`config.mk`:
```
export PLATFORM = sky130hd
export DESIGN_NAME = domain_disconnect
export DESIGN_NICKNAME = d
export VERILOG_FILES = /design/src/rtl/dd_pkg.sv /design/src/rtl/dd_pending_counter.sv /design/src/rtl/dd_fsm.sv /design/src/rtl/domain_disconnect.sv
export SDC_FILE = /design/constraint.sdc
export NUM_CORES = 1
export LEC_CHECK = 0
export BUFFER_PORTS_ARGS = -buffer_cell sky130_fd_sc_hd__buf_2
export CAP_MARGIN = 20
export CORE_MARGIN = 2
export CORE_UTILIZATION = 30
export DETAILED_ROUTE_END_ITERATION = 10
export HOLD_SLACK_MARGIN = 0.08
export PLACE_DENSITY = 0.81
export SYNTH_ARGS = -nofsm -noshare
export SYNTH_HDL_FRONTEND = slang
export SYNTH_SLANG_ARGS = --single-unit
```
`constraint.sdc`:
```
create_clock -name clk -period 2.35 [get_ports clk]
set_input_delay 0.1175 -clock clk [delete_from_list [all_inputs] [get_ports clk]]
set_output_delay 0.1175 -clock clk [all_outputs]
set_load 0.05 [all_outputs]
```
`src/rtl/dd_pkg.sv`:
```
package dd_pkg;

    typedef enum logic [1:0] {
        ST_ONLINE   = 2'd0,
        ST_DRAINING = 2'd1,
        ST_OFFLINE  = 2'd2
    } dd_state_e;

endpackage

```
`src/rtl/dd_pending_counter.sv`:
```
module dd_pending_counter #(
    parameter int MAX_PENDING = 15,
    localparam int CNT_W      = $clog2(MAX_PENDING + 1)
) (
    input  logic             clk,
    input  logic             rst_n,
    input  logic             inc,
    input  logic             dec,
    output logic [CNT_W-1:0] cnt,
    output logic             ovf_err,
    output logic             unf_err
);

    localparam logic [CNT_W-1:0] CNT_MAX = CNT_W'(MAX_PENDING);

    logic [CNT_W-1:0] cnt_q, cnt_d;
    logic             ovf_q, unf_q;
    logic             ovf_set, unf_set;

    always_comb begin
        cnt_d   = cnt_q;
        ovf_set = 1'b0;
        unf_set = 1'b0;
        unique case ({inc, dec})
            2'b10: begin
                if (cnt_q == CNT_MAX) ovf_set = 1'b1;
                else                  cnt_d   = cnt_q + CNT_W'(1);
            end
            2'b01: begin
                if (cnt_q == '0) unf_set = 1'b1;
                else             cnt_d   = cnt_q - CNT_W'(1);
            end
            default: cnt_d = cnt_q;
        endcase
    end

    always_ff @(posedge clk) begin
        if (!rst_n) begin
            cnt_q <= '0;
            ovf_q <= 1'b0;
            unf_q <= 1'b0;
        end else begin
            cnt_q <= cnt_d;
            ovf_q <= ovf_q | ovf_set;
            unf_q <= unf_q | unf_set;
        end
    end

    assign cnt     = cnt_q;
    assign ovf_err = ovf_q;
    assign unf_err = unf_q;

    // the count never moves by more than one per cycle
    assert_single_step_R2: assert property (@(posedge clk) disable iff (!rst_n)
        (cnt_q == $past(cnt_q)) ||
        ({1'b0, cnt_q} == {1'b0, $past(cnt_q)} + (CNT_W+1)'(1)) ||
        ({1'b0, cnt_q} + (CNT_W+1)'(1) == {1'b0, $past(cnt_q)}));

    // saturates at the configured maximum
    assert_no_overflow_R9: assert property (@(posedge clk) disable iff (!rst_n)
        cnt_q <= CNT_MAX);

    // an unmatched response leaves the count at zero
    assert_floor_R8: assert property (@(posedge clk) disable iff (!rst_n)
        (dec && !inc && cnt_q == '0) |=> (cnt_q == '0 && unf_q));

endmodule

```
`src/rtl/dd_fsm.sv`:
```
module dd_fsm
    import dd_pkg::*;
(
    input  logic      clk,
    input  logic      rst_n,
    input  logic      iso_req,
    input  logic      cnt_zero,
    output dd_state_e state,
    output logic      gate_open,
    output logic      ack
);

    dd_state_e state_q, state_d;

    always_comb begin
        state_d = state_q;
        unique case (state_q)
            ST_ONLINE: begin
                if (iso_req) state_d = ST_DRAINING;
            end
            ST_DRAINING: begin
                if (!iso_req)     state_d = ST_ONLINE;
                else if (cnt_zero) state_d = ST_OFFLINE;
            end
            ST_OFFLINE: begin
                if (!iso_req) state_d = ST_ONLINE;
            end
            default: state_d = ST_ONLINE;
        endcase
    end

    always_ff @(posedge clk) begin
        if (!rst_n) state_q <= ST_ONLINE;
        else        state_q <= state_d;
    end

    always_comb begin
        gate_open = 1'b0;
        ack       = 1'b0;
        unique case (state_q)
            ST_ONLINE:   gate_open = 1'b1;
            ST_DRAINING: gate_open = 1'b0;
            ST_OFFLINE:  ack       = 1'b1;
            default: begin
                gate_open = 1'b0;
                ack       = 1'b0;
            end
        endcase
    end

    assign state = state_q;

    // acknowledge holds while the request stays high
    assert_ack_hold_R6: assert property (@(posedge clk) disable iff (!rst_n)
        (ack && iso_req) |=> ack);

    // withdrawing the request drops the acknowledge and reopens the gate
    assert_release_R7: assert property (@(posedge clk) disable iff (!rst_n)
        !iso_req |=> (!ack && gate_open));

    // a request seen while online leads to a closed gate next cycle
    assert_close_R3: assert property (@(posedge clk) disable iff (!rst_n)
        (iso_req && state_q == ST_ONLINE) |=> !gate_open);

endmodule

```
`src/rtl/domain_disconnect.sv`:
```
module domain_disconnect
    import dd_pkg::*;
#(
    parameter int REQ_W       = 32,
    parameter int RSP_W       = 32,
    parameter int MAX_PENDING = 15,
    localparam int CNT_W      = $clog2(MAX_PENDING + 1)
) (
    input  logic             clk,
    input  logic             rst_n,
    input  logic             up_req_valid,
    output logic             up_req_ready,
    input  logic [REQ_W-1:0] up_req_data,
    output logic             dn_req_valid,
    input  logic             dn_req_ready,
    output logic [REQ_W-1:0] dn_req_data,
    input  logic             dn_rsp_valid,
    output logic             dn_rsp_ready,
    input  logic [RSP_W-1:0] dn_rsp_data,
    output logic             up_rsp_valid,
    input  logic             up_rsp_ready,
    output logic [RSP_W-1:0] up_rsp_data,
    input  logic             iso_req,
    output logic             iso_ack,
    output logic [CNT_W-1:0] pend_cnt,
    output logic             err_overflow,
    output logic             err_underflow
);

    dd_state_e        state;
    logic             gate_open;
    logic             req_fire, rsp_fire;
    logic [CNT_W-1:0] cnt;

    // request path gated by registered state only
    assign dn_req_valid = up_req_valid & gate_open;
    assign up_req_ready = dn_req_ready & gate_open;
    assign dn_req_data  = up_req_data;
    assign req_fire     = up_req_valid & dn_req_ready & gate_open;

    // response path always open so the drain can finish
    assign up_rsp_valid = dn_rsp_valid;
    assign dn_rsp_ready = up_rsp_ready;
    assign up_rsp_data  = dn_rsp_data;
    assign rsp_fire     = dn_rsp_valid & up_rsp_ready;

    dd_pending_counter #(
        .MAX_PENDING (MAX_PENDING)
    ) u_counter (
        .clk     (clk),
        .rst_n   (rst_n),
        .inc     (req_fire),
        .dec     (rsp_fire),
        .cnt     (cnt),
        .ovf_err (err_overflow),
        .unf_err (err_underflow)
    );

    dd_fsm u_fsm (
        .clk       (clk),
        .rst_n     (rst_n),
        .iso_req   (iso_req),
        .cnt_zero  (cnt == '0),
        .state     (state),
        .gate_open (gate_open),
        .ack       (iso_ack)
    );

    assign pend_cnt = cnt;

    // acknowledge only with nothing outstanding
    assert_ack_empty_R5: assert property (@(posedge clk) disable iff (!rst_n)
        iso_ack |-> (cnt == '0));

    // no request enters while the domain is reported off
    assert_offline_closed_R6: assert property (@(posedge clk) disable iff (!rst_n)
        iso_ack |-> !dn_req_valid);

    // nothing is counted in while draining
    assert_drain_no_inc_R3: assert property (@(posedge clk) disable iff (!rst_n)
        (state == ST_DRAINING) |=> (cnt <= $past(cnt)));

endmodule

```
==> results of run 1 <==
[power groups by stage]
| stage | registers [W] | clock network (W) | logic [W] |
|---|---|---|---|
| 3_5_place_dp | 0.000167 | 0 | 0.000138 |
| 2_1_floorplan | 0.000192 | 0 | 0.000377 |
| 4_1_cts | 0.000164 | 0.000112 | 0.000138 |
| 5_1_grt | 0.000166 | 0.000121 | 0.000148 |
| 3_3_place_gp | 0.000167 | 0 | 0.000136 |
| 6_report | 0.000164 | 0.000108 | 0.000137 |
[state kept, by name, summed over array words and instances, names as in the netlist]
name / cells
u_counter.ovf_err: 1
u_counter.cnt: 4
u_fsm.state: 2
u_counter.unf_err: 1
[worst max path at each step]
stage | end | slack [ns] | cells after the start
2_1_floorplan | u_counter.cnt[2] | 0.17 | 11
3_3_place_gp | u_counter.cnt[2] | 0.36 | 10
3_5_place_dp | u_counter.cnt[2] | 0.30 | 10
6_report | u_counter.cnt[2] | 0.31 | 10
5_1_grt | u_counter.cnt[2] | 0.12 | 10
4_1_cts | u_counter.cnt[2] | 0.29 | 10
[cells by family after synthesis]
kind of cell,Yosys count,synth area share
xor+xnor,2,0.0174
simple gates,27,0.170
compound gates,12,0.0883
flops,8,0.159
fa+ha+maj,4,0.0498
buf+inv,70,0.515
[final cells by class]
cell class / count / share of cell area
Multi-Input combinational cell: 45 / 0.494
Timing Repair Buffer: 17 / 0.128
Tap cell: 46 / 0.0865
Clock buffer: 3 / 0.0338
Sequential cell: 8 / 0.241
Inverter: 3 / 0.0169
[stage by stage]
| step | hold WS (ns) | cells |
|---|---|---|
| floorplan | 0.258 | 123 |
| global placement | 0.235 | 119 |
| detailed placement | 0.235 | 119 |
| CTS | 0.125 | 122 |
| global route | 0.125 | 122 |
| finish | 0.124 | 122 |
[per-layer routing]
layer | vias to the layer above | GRT usage | share of wire
li1 | 244 | - | -
met3 | 14 | 0.0559 | 0.16
met4 | 0 | 0.0821 | 0.058
met2 | 45 | 0.114 | 0.44
met5 | - | 0 | 0
met1 | 238 | 0.0707 | 0.35
[critical path, delay by kind of cell, from the launching register on]
kind	cells	cell delay, ns
fa+ha+maj	2	0.54
flops	1	0.36
compound gates	1	0.14
simple gates	5	0.63
xor+xnor	2	0.27
[cell usage in the layout, fill, tap and decap left out]
cell type  instances
a211oi_1           1
a21bo_1            1
a21oi_1            4
a21oi_2            1
a221oi_1           1
and2_1             2
and2_2             1
and3_1             3
and4_1             1
buf_2             17
clkbuf_4           3
dfxtp_1            8
ha_1               4
inv_1              3
nand2_1            4
nand2b_1           1
nand3_1            2
nand3b_1           1
nor2_1             7
nor2b_1            1
nor3_2             2
nor3b_2            1
nor4_4             1
o21a_1             1
o21ai_1            1
o21ba_1            1
o221a_1            1
xnor2_1            1
xor2_1             1
==> impl_metrics.yaml, run 1 <==
run_status:
  status: "complete, no violations"
sta:
  finalSetupTns_ns: 0
  fin_ws_ns: 0.306
  fmax_mhz: 489
  rsz0062_at_grt: "no"
  min_period_ns: 2.04
  worst_slew_pin_slew_ns: 0.393
  slew_headroom: 0.738
  setup_viol: 0
  skew_ns: 0.00503
  hold_viol_final: 0
  post-route-period-util: 0.870
  slew_viol_final: 0
power:
  leakagePower_nw: 0.322
  netSwitchingFraction: 0.391
  p_int_w: 0.000249
  clockPowerShare: 0.264
  powerDensity_nw_per_um2: 614
  ir_worst_vdd_uv: 175
  combPwrFrac: 0.334
  p_sw_w: 0.000160
  power_w: 0.000409
  power_frac_seq: 0.402
worst_setup_path:
  end_kind: "flip-flop"
  cp_slowest_cell: "dfxtp_1"
  arrival_ns: 2.19
  r2r_cells: 10
  crit_path_max_fanout: 8
  worst_setup_path_start_kind: "flip-flop"
  crit_required_ns: 2.50
  worstSetupStartpoint: "u_fsm.state[1]"
  reg2reg_slack_ns: 0.31
  critPathKind: "reg2reg"
  r2r-start: "u_fsm.state[1]"
  cp_common_cell: "ha_1"
  worstPathCellList: "nor2_1 > and2_2 > nand2_1 > ha_1 > xor2_1 > ha_1 > a21oi_1 > xnor2_1 > and4_1 > nor3_2"
  slowest_delay_ns: 0.36
  r2r-end: "u_counter.cnt[2]"
clock_network:
  cts_tree: "done"
  post_cts_buffers: 0
  cts_resized: 0
  cts_hold_buf: 0
  clk_latency_ns: 0.26
  cts_buffers: 3
  clk_pin_slew_ns: 0.06
  htree_levels: 1
  cts.path.max_buffers: 2
  clock-sinks: 8
  clock-root-buffer: "clkbuf_4"
placed_design:
  dpl_cell_area_sq_um: 643
  gp_congestion: 0.775
  dp_hpwl_microns: 1230
  io_buffers: 17
  post-place-ws_ns: 0.298
floorplanning:
  initial_core_util: 0.306
  core-area_sq_um: 3280
  die_h_microns: 61.9
  die_x_microns: 61.9
  std_cell_rows: 21
  ios: 146
  dieArea_sq_um: 3830
layout:
  utilization: 0.203
  ff_latch_area_sq_um: 160
  syn_to_final_growth_pct: -33.8
  layout.nets: 153
  final_area_sq_um: 666
  drive_gt1_frac: 0.342
  fillCellCount: 370
  diodes: 0
  multi_input_area_sq_um: 329
route:
  drtIter0Drc: 7
  detail_route.wl_per_cell_microns: 12.5
  antenna_left: 0
  via_per_inst: 4.43
  via_count: 541
  routed_wl_microns: 1520
  drt_first_pass_iters: 4
  drc: 0
yosys:
  netlist.area_leader.share: 0.493
  synth-main-ff-cell: "dfxtp_1"
  synth_edf_count: 0
  synth_nets: 198
  yosys_warnings: 0
  avgSynthCellArea_sq_um: 8.18
  yosys.area.top_type: "buf_4"
  synthTopCellsByCount: "66 x buf_4, 8 x dfxtp_1, 7 x nor2_1"
  async_reset_ff_frac: 0
  synth_cells: 123
  ys_seq_area_frac: 0.159
  ys_types: 28
  synth_area_leaders: "buf_4 49%, dfxtp_1 16%, ha_1 5.0%"
  syn_area_sq_um: 1010
  synth.most_common_cell: "buf_4"
  synth_seq_cells: 8
global_routing:
  grt_max_degree: 9
  gr-total-overflow: 0
  grtUsageTotal: 0.0795
  grt_pass1_wl_microns: 2120
  antenna_found_initial: 0
  first_global_vias: 478
run:
  maxCapViolCount: 0
worst_hold_path:
  min-delay-start: "iso_req"
  min_path_type: "in2reg"
  hold_end: "u_fsm.state[0]"
  holdPathStages: 3
No activity file was read; power rests on OpenSTA's default activity.
==> run 2, diff against run 1 <==
--- a/config.mk
+++ b/config.mk
@@ -8,10 +8,12 @@
 export BUFFER_PORTS_ARGS = -buffer_cell sky130_fd_sc_hd__buf_2
 export CAP_MARGIN = 20
 export CORE_MARGIN = 2
-export CORE_UTILIZATION = 30
+export CORE_UTILIZATION = 29
 export DETAILED_ROUTE_END_ITERATION = 10
 export HOLD_SLACK_MARGIN = 0.08
-export PLACE_DENSITY = 0.81
+export PLACE_DENSITY = 0.82
 export SYNTH_ARGS = -nofsm -noshare
 export SYNTH_HDL_FRONTEND = slang
+export SYNTH_HIERARCHICAL = 1
 export SYNTH_SLANG_ARGS = --single-unit
+export TNS_END_PERCENT = 10
==> constraint.sdc (replaced) <==
create_clock -name clk -period 2.35 [get_ports clk]
set_input_delay 0.1175 -clock clk [delete_from_list [all_inputs] [get_ports clk]]
set_output_delay 0.1175 -clock clk [all_outputs]
set_load 0.1 [all_outputs]
==> run 2 against run 1 <==
Routed wire length fell by 8.9%. Register-to-register slack better by 0.27 ns. Cell count down 7.4%. Core utilization decreased by 1.0 points. Non-clock buffer count unchanged. Clock power shrank 4%. Worst hold slack improved by 0.017 ns. First-iteration DRC count increased by 14%. Flip-flop and latch count unchanged. Setup slack improved by 0.27 ns. Power is 4.3% lower. Sequential share of layout area is 3.2 points higher.
==> impl_metrics.yaml, run 2 <==
floorplanning:
  die_x_microns: 60.5
  initial_core_util: 0.303
  core-area_sq_um: 3050
  std_cell_rows: 20
  die_h_microns: 60.5
  dieArea_sq_um: 3660
  ios: 146
sta:
  fin_ws_ns: 0.580
  hold_viol_final: 0
  post-route-period-util: 0.753
  rsz0062_at_grt: "no"
  worst_slew_pin_slew_ns: 0.490
  slew_viol_final: 0
  skew_ns: 0.00462
  min_period_ns: 1.77
  setup_viol: 0
  finalSetupTns_ns: 0
  fmax_mhz: 565
  slew_headroom: 0.675
layout:
  syn_to_final_growth_pct: -36.4
  final_common_cell: "buf_2"
  drive_gt1_frac: 0.333
  diodes: 0
  utilization: 0.193
  fillCellCount: 356
  largest_register_ffs: 4
  layout.nets: 143
  instances_no_fill: 113
  final_cell_mix: "17 x buf_2, 8 x dfxtp_1, 5 x nand2_1"
  largest-register: "u_counter/cnt"
global_routing:
  gr-total-overflow: 0
  grtUsageTotal: 0.0794
  first_global_vias: 473
  grt_max_degree: 11
  antenna_found_initial: 0
  grt_pass1_wl_microns: 2070
route:
  drt_first_pass_iters: 4
  via_per_inst: 4.38
  drtIter0Drc: 8
  via_count: 495
  drc: 0
  routed_wl_microns: 1380
  antenna_left: 0
  detail_route.wl_per_cell_microns: 12.2
clock_network:
  clk_latency_ns: 0.25
  cts_buffers: 3
  cts_tree: "done"
  clock-root-buffer: "clkbuf_4"
  htree_levels: 1
  cts.path.max_buffers: 2
  clock-sinks: 8
  post_cts_buffers: 0
  cts_resized: 0
  cts_hold_buf: 0
  clk_pin_slew_ns: 0.06
worst_setup_path:
  end_kind: "flip-flop"
  crit_path_max_fanout: 5
  arrival_ns: 1.90
  critPathKind: "reg2reg"
  crit_required_ns: 2.48
  worst_setup_path_start_kind: "flip-flop"
yosys:
  synth_nets: 188
  avgSynthCellArea_sq_um: 7.97
  yosys.area.top_type: "buf_4"
  synth-main-ff-cell: "dfxtp_1"
  synth_edf_count: 0
  synthTopCellsByCount: "66 x buf_4, 8 x dfxtp_1, 5 x nand2_1"
  async_reset_ff_frac: 0
  synth.most_common_cell: "buf_4"
  synth_area_leaders: "buf_4 54%, dfxtp_1 17%, and2_1 2.0%"
  synth_seq_cells: 8
  syn_area_sq_um: 925
  ys_types: 28
  netlist.area_leader.share: 0.536
  yosys_warnings: 6
  synth_cells: 116
  ys_seq_area_frac: 0.173
power:
  powerDensity_nw_per_um2: 665
  ir_worst_vdd_uv: 202
  leakagePower_nw: 0.275
  power_w: 0.000391
placed_design:
  post-place-ws_ns: 0.581
  post-place-cells: 110
  gp_congestion: 0.733
  io_buffers: 17
  dp_hpwl_microns: 1080
run:
  maxCapViolCount: 0
run_status:
  status: "complete, no violations"
worst_hold_path:
  min_path_type: "in2reg"
## run 2: cell types whose count changed after synthesis, sizes merged, moves of 2 or more
cell,previous run,this run
nand2b,1,3
a21oi,5,2
nor4,1,3
ha,4,1
inv,3,1
nor2,7,2
nand4,0,2
nor2b,1,3
## run 2: power by group
| group | total, W | switching (W) | internal (W) | leakage (nW) |
|---|---|---|---|---|
| logic | 0.000133 | 0.000104 | 0.0000296 | 0.196 |
| clock network | 0.000104 | 0.0000461 | 0.0000584 | 0.0138 |
| registers | 0.000153 | 0.0000105 | 0.000143 | 0.0652 |
| total | 0.000391 | 0.000160 | 0.000231 | 0.275 |
## run 2: worst paths after layout
| check | startpoint | endpoint | slack (ns) | cells after the start |
|---|---|---|---|---|
| setup / recovery | u_fsm/state[1] | u_counter/cnt[2] | 0.58 | 8 |
| setup reg to reg | u_fsm/state[1] | u_counter/cnt[2] | 0.58 | 8 |
| hold reg to reg | u_counter/ovf_err | u_counter/ovf_err | 0.46 | 1 |
| hold / removal | iso_req | u_fsm/state[1] | 0.14 | 3 |
## run 2: worst max-delay path: stages, from the launching register on
cell	delay, ns
dfxtp_1	0.32
nor2_1	0.16
and3_1	0.19
nand2b_1	0.21
xnor2_1	0.10
ha_1	0.21
nor4_1	0.25
a31oi_1	0.08
mux2i_1	0.13
## run 2: metal layers
layer | global-route usage | share of wire | routed length, microns
met1 | 0.0632 | 0.33 | 451
met5 | 0 | 0 | 0
met2 | 0.107 | 0.40 | 550
met4 | 0.0994 | 0.096 | 133
met3 | 0.0661 | 0.18 | 249
## run 2: final cells by class
class                   count  area [sq um]  share of cell area
repair buffers             17          85.1               0.145
multi-input cells          40           262               0.445
inverters                   1          3.75             0.00638
clock buffers               3          22.5              0.0383
well taps                  44          55.1              0.0936
flip-flops and latches      8           160               0.272
## run 2: cell families after synthesis
family                   count (synthesis)  synth area share
adder cells (fa/ha/maj)                  1            0.0135
XOR/XNOR                                 1           0.00947
AO/OA/AOI/OAI                            8            0.0650
buffers and inverters                   68             0.544
AND/OR/NAND/NOR                         29             0.184
multiplexers                             1            0.0108
flip-flops                               8             0.173
## run 2: through the flow
stage          instance area [sq um]  hold WS [ns]
2_1_floorplan                    925         0.268
3_3_place_gp                     566         0.236
3_5_place_dp                     566         0.236
4_1_cts                          588         0.139
5_1_grt                          588         0.146
6_report                         588         0.141
==> run 3, diff against run 2 <==
==> constraint.sdc (replaced) <==
create_clock -name clk -period 1.7 [get_ports clk]
set_input_delay 0.085 -clock clk [delete_from_list [all_inputs] [get_ports clk]]
set_output_delay 0.085 -clock clk [all_outputs]
set_load 0.1 [all_outputs]
==> run 3 against run 2 <==
Count of clock-buffer cells in the layout unchanged. Critical path depth unchanged. Sequential share of layout area decreased by 0.41 points. Die area unchanged. Setup slack got worse by 0.48 ns. Global-route usage increased by 0.21 points. Maximum frequency increased by 11%. Core utilization increased by 1.5 points.
==> impl_metrics.yaml, run 3 (synthesized netlist as in run 2, its figures left out) <==
route:
  drtIter0Drc: 34
  via_per_inst: 4.44
  top_layer: "met4"
  route.met2.wl_microns: 546
  detail_route.wl_per_cell_microns: 13.3
  route.met3.wl_microns: 235
  routed_wl_microns: 1520
  via_count: 506
  drt-met1-wl_microns: 554
  drc: 0
  antenna_left: 0
  drt_first_pass_iters: 5
layout:
  drive_gt1_frac: 0.500
  fillCellCount: 365
  instances_no_fill: 114
  utilization: 0.208
  largest-register: "u_counter/cnt"
  layout.nets: 144
  largest_register_ffs: 4
  syn_to_final_growth_pct: -31.4
  diodes: 0
  final_common_cell: "buf_2"
  final_cell_mix: "17 x buf_2, 5 x nand2_1, 5 x dfxtp_2"
sta:
  hold_viol_final: 0
  fmax_mhz: 627
  slew_viol_final: 0
  rsz0062_at_grt: "no"
  post-route-period-util: 0.938
  skew_ns: 0.00334
  fin_ws_ns: 0.105
  slew_headroom: 0.676
  setup_viol: 0
  worst_slew_pin_slew_ns: 0.490
  min_period_ns: 1.60
  hold_ws_ns: 0.0932
clock_network:
  cts_hold_buf: 0
  clock-sinks: 8
  cts_tree: "done"
  htree_levels: 1
  clk_pin_slew_ns: 0.06
  cts.path.max_buffers: 2
  clock-root-buffer: "clkbuf_4"
  cts_buffers: 3
  post_cts_buffers: 0
  clk_latency_ns: 0.25
floorplanning:
  dieArea_sq_um: 3660
  std_cell_rows: 20
  core-area_sq_um: 3050
  die_h_microns: 60.5
  initial_core_util: 0.303
  die_x_microns: 60.5
  ios: 146
placed_design:
  io_buffers: 17
  dp_hpwl_microns: 1080
  post-place-ws_ns: -0.00593
  post-place-cells: 111
  gp_congestion: 0.723
worst_setup_path:
  critPathKind: "reg2reg"
  arrival_ns: 1.73
  crit_path_max_fanout: 4
  crit_required_ns: 1.84
  end_kind: "flip-flop"
  worst_setup_path_start_kind: "flip-flop"
global_routing:
  grt_pass1_wl_microns: 2170
  grt_max_degree: 11
  gr-total-overflow: 0
  grtUsageTotal: 0.0815
  first_global_vias: 493
  antenna_found_initial: 0
power:
  leakagePower_nw: 0.284
  ir_worst_vdd_uv: 198
  power_w: 0.000557
  powerDensity_nw_per_um2: 878
run_status:
  status: "complete, no violations"
worst_hold_path:
  min_path_type: "in2reg"
run:
  maxCapViolCount: 0
-- run 3: repair_timing --
action | CTS | global route
endpoints found under the setup margin | 1 | 1
gates resized for setup | 1 | 8
hold endpoints to repair | 0 | 0
-- run 3: final timing paths --
| path | start | end | slack, ns | cells past startpoint |
|---|---|---|---|---|
| max | u_fsm/state[1] | u_counter/cnt[2] | 0.10 | 8 |
| min | iso_req | u_fsm/state[1] | 0.09 | 3 |
| max reg2reg | u_fsm/state[1] | u_counter/cnt[2] | 0.10 | 8 |
| min reg2reg | u_fsm/state[1] | u_fsm/state[0] | 0.45 | 1 |
-- run 3: area by class of cell --
class	count	area [sq um]	share of cell area
clock buffer	3	22.5	0.0355
inverter	1	3.75	0.00592
multi-input combinational	40	290	0.458
sequential	8	170	0.268
tap	44	55.1	0.0868
timing repair buffer	18	92.6	0.146
-- run 3: where the power goes --
part	internal (W)	leakage [nW]	switching, W	total, W
Clock	0.0000809	0.0138	0.0000661	0.000147
Combinational	0.0000469	0.202	0.000146	0.000193
Sequential	0.000198	0.0681	0.0000183	0.000216
Total	0.000326	0.284	0.000231	0.000557
-- run 3: worst max-delay path: stages, from the launching register on --
cell and delay [ns]:
dfxtp_4 0.36, nor2_4 0.11, and3_4 0.18, nand2b_4 0.12
xnor2_1 0.06, ha_2 0.19, nor4_2 0.25, a31oi_1 0.09
mux2i_1 0.13
-- run 3: through the flow --
stage          TNS (ns)  area (sq um)
6_report              0           634
3_5_place_dp   -0.00593           578
2_1_floorplan         0           930
5_1_grt               0           634
3_3_place_gp          0           578
4_1_cts               0           607
-- run 3: routing by layer --
| layer | up-vias | track usage |
|---|---|---|
| met5 | - | 0 |
| met2 | 38 | 0.0916 |
| li1 | 223 | - |
| met1 | 213 | 0.0823 |
| met3 | 32 | 0.0384 |
| met4 | 0 | 0.140 |
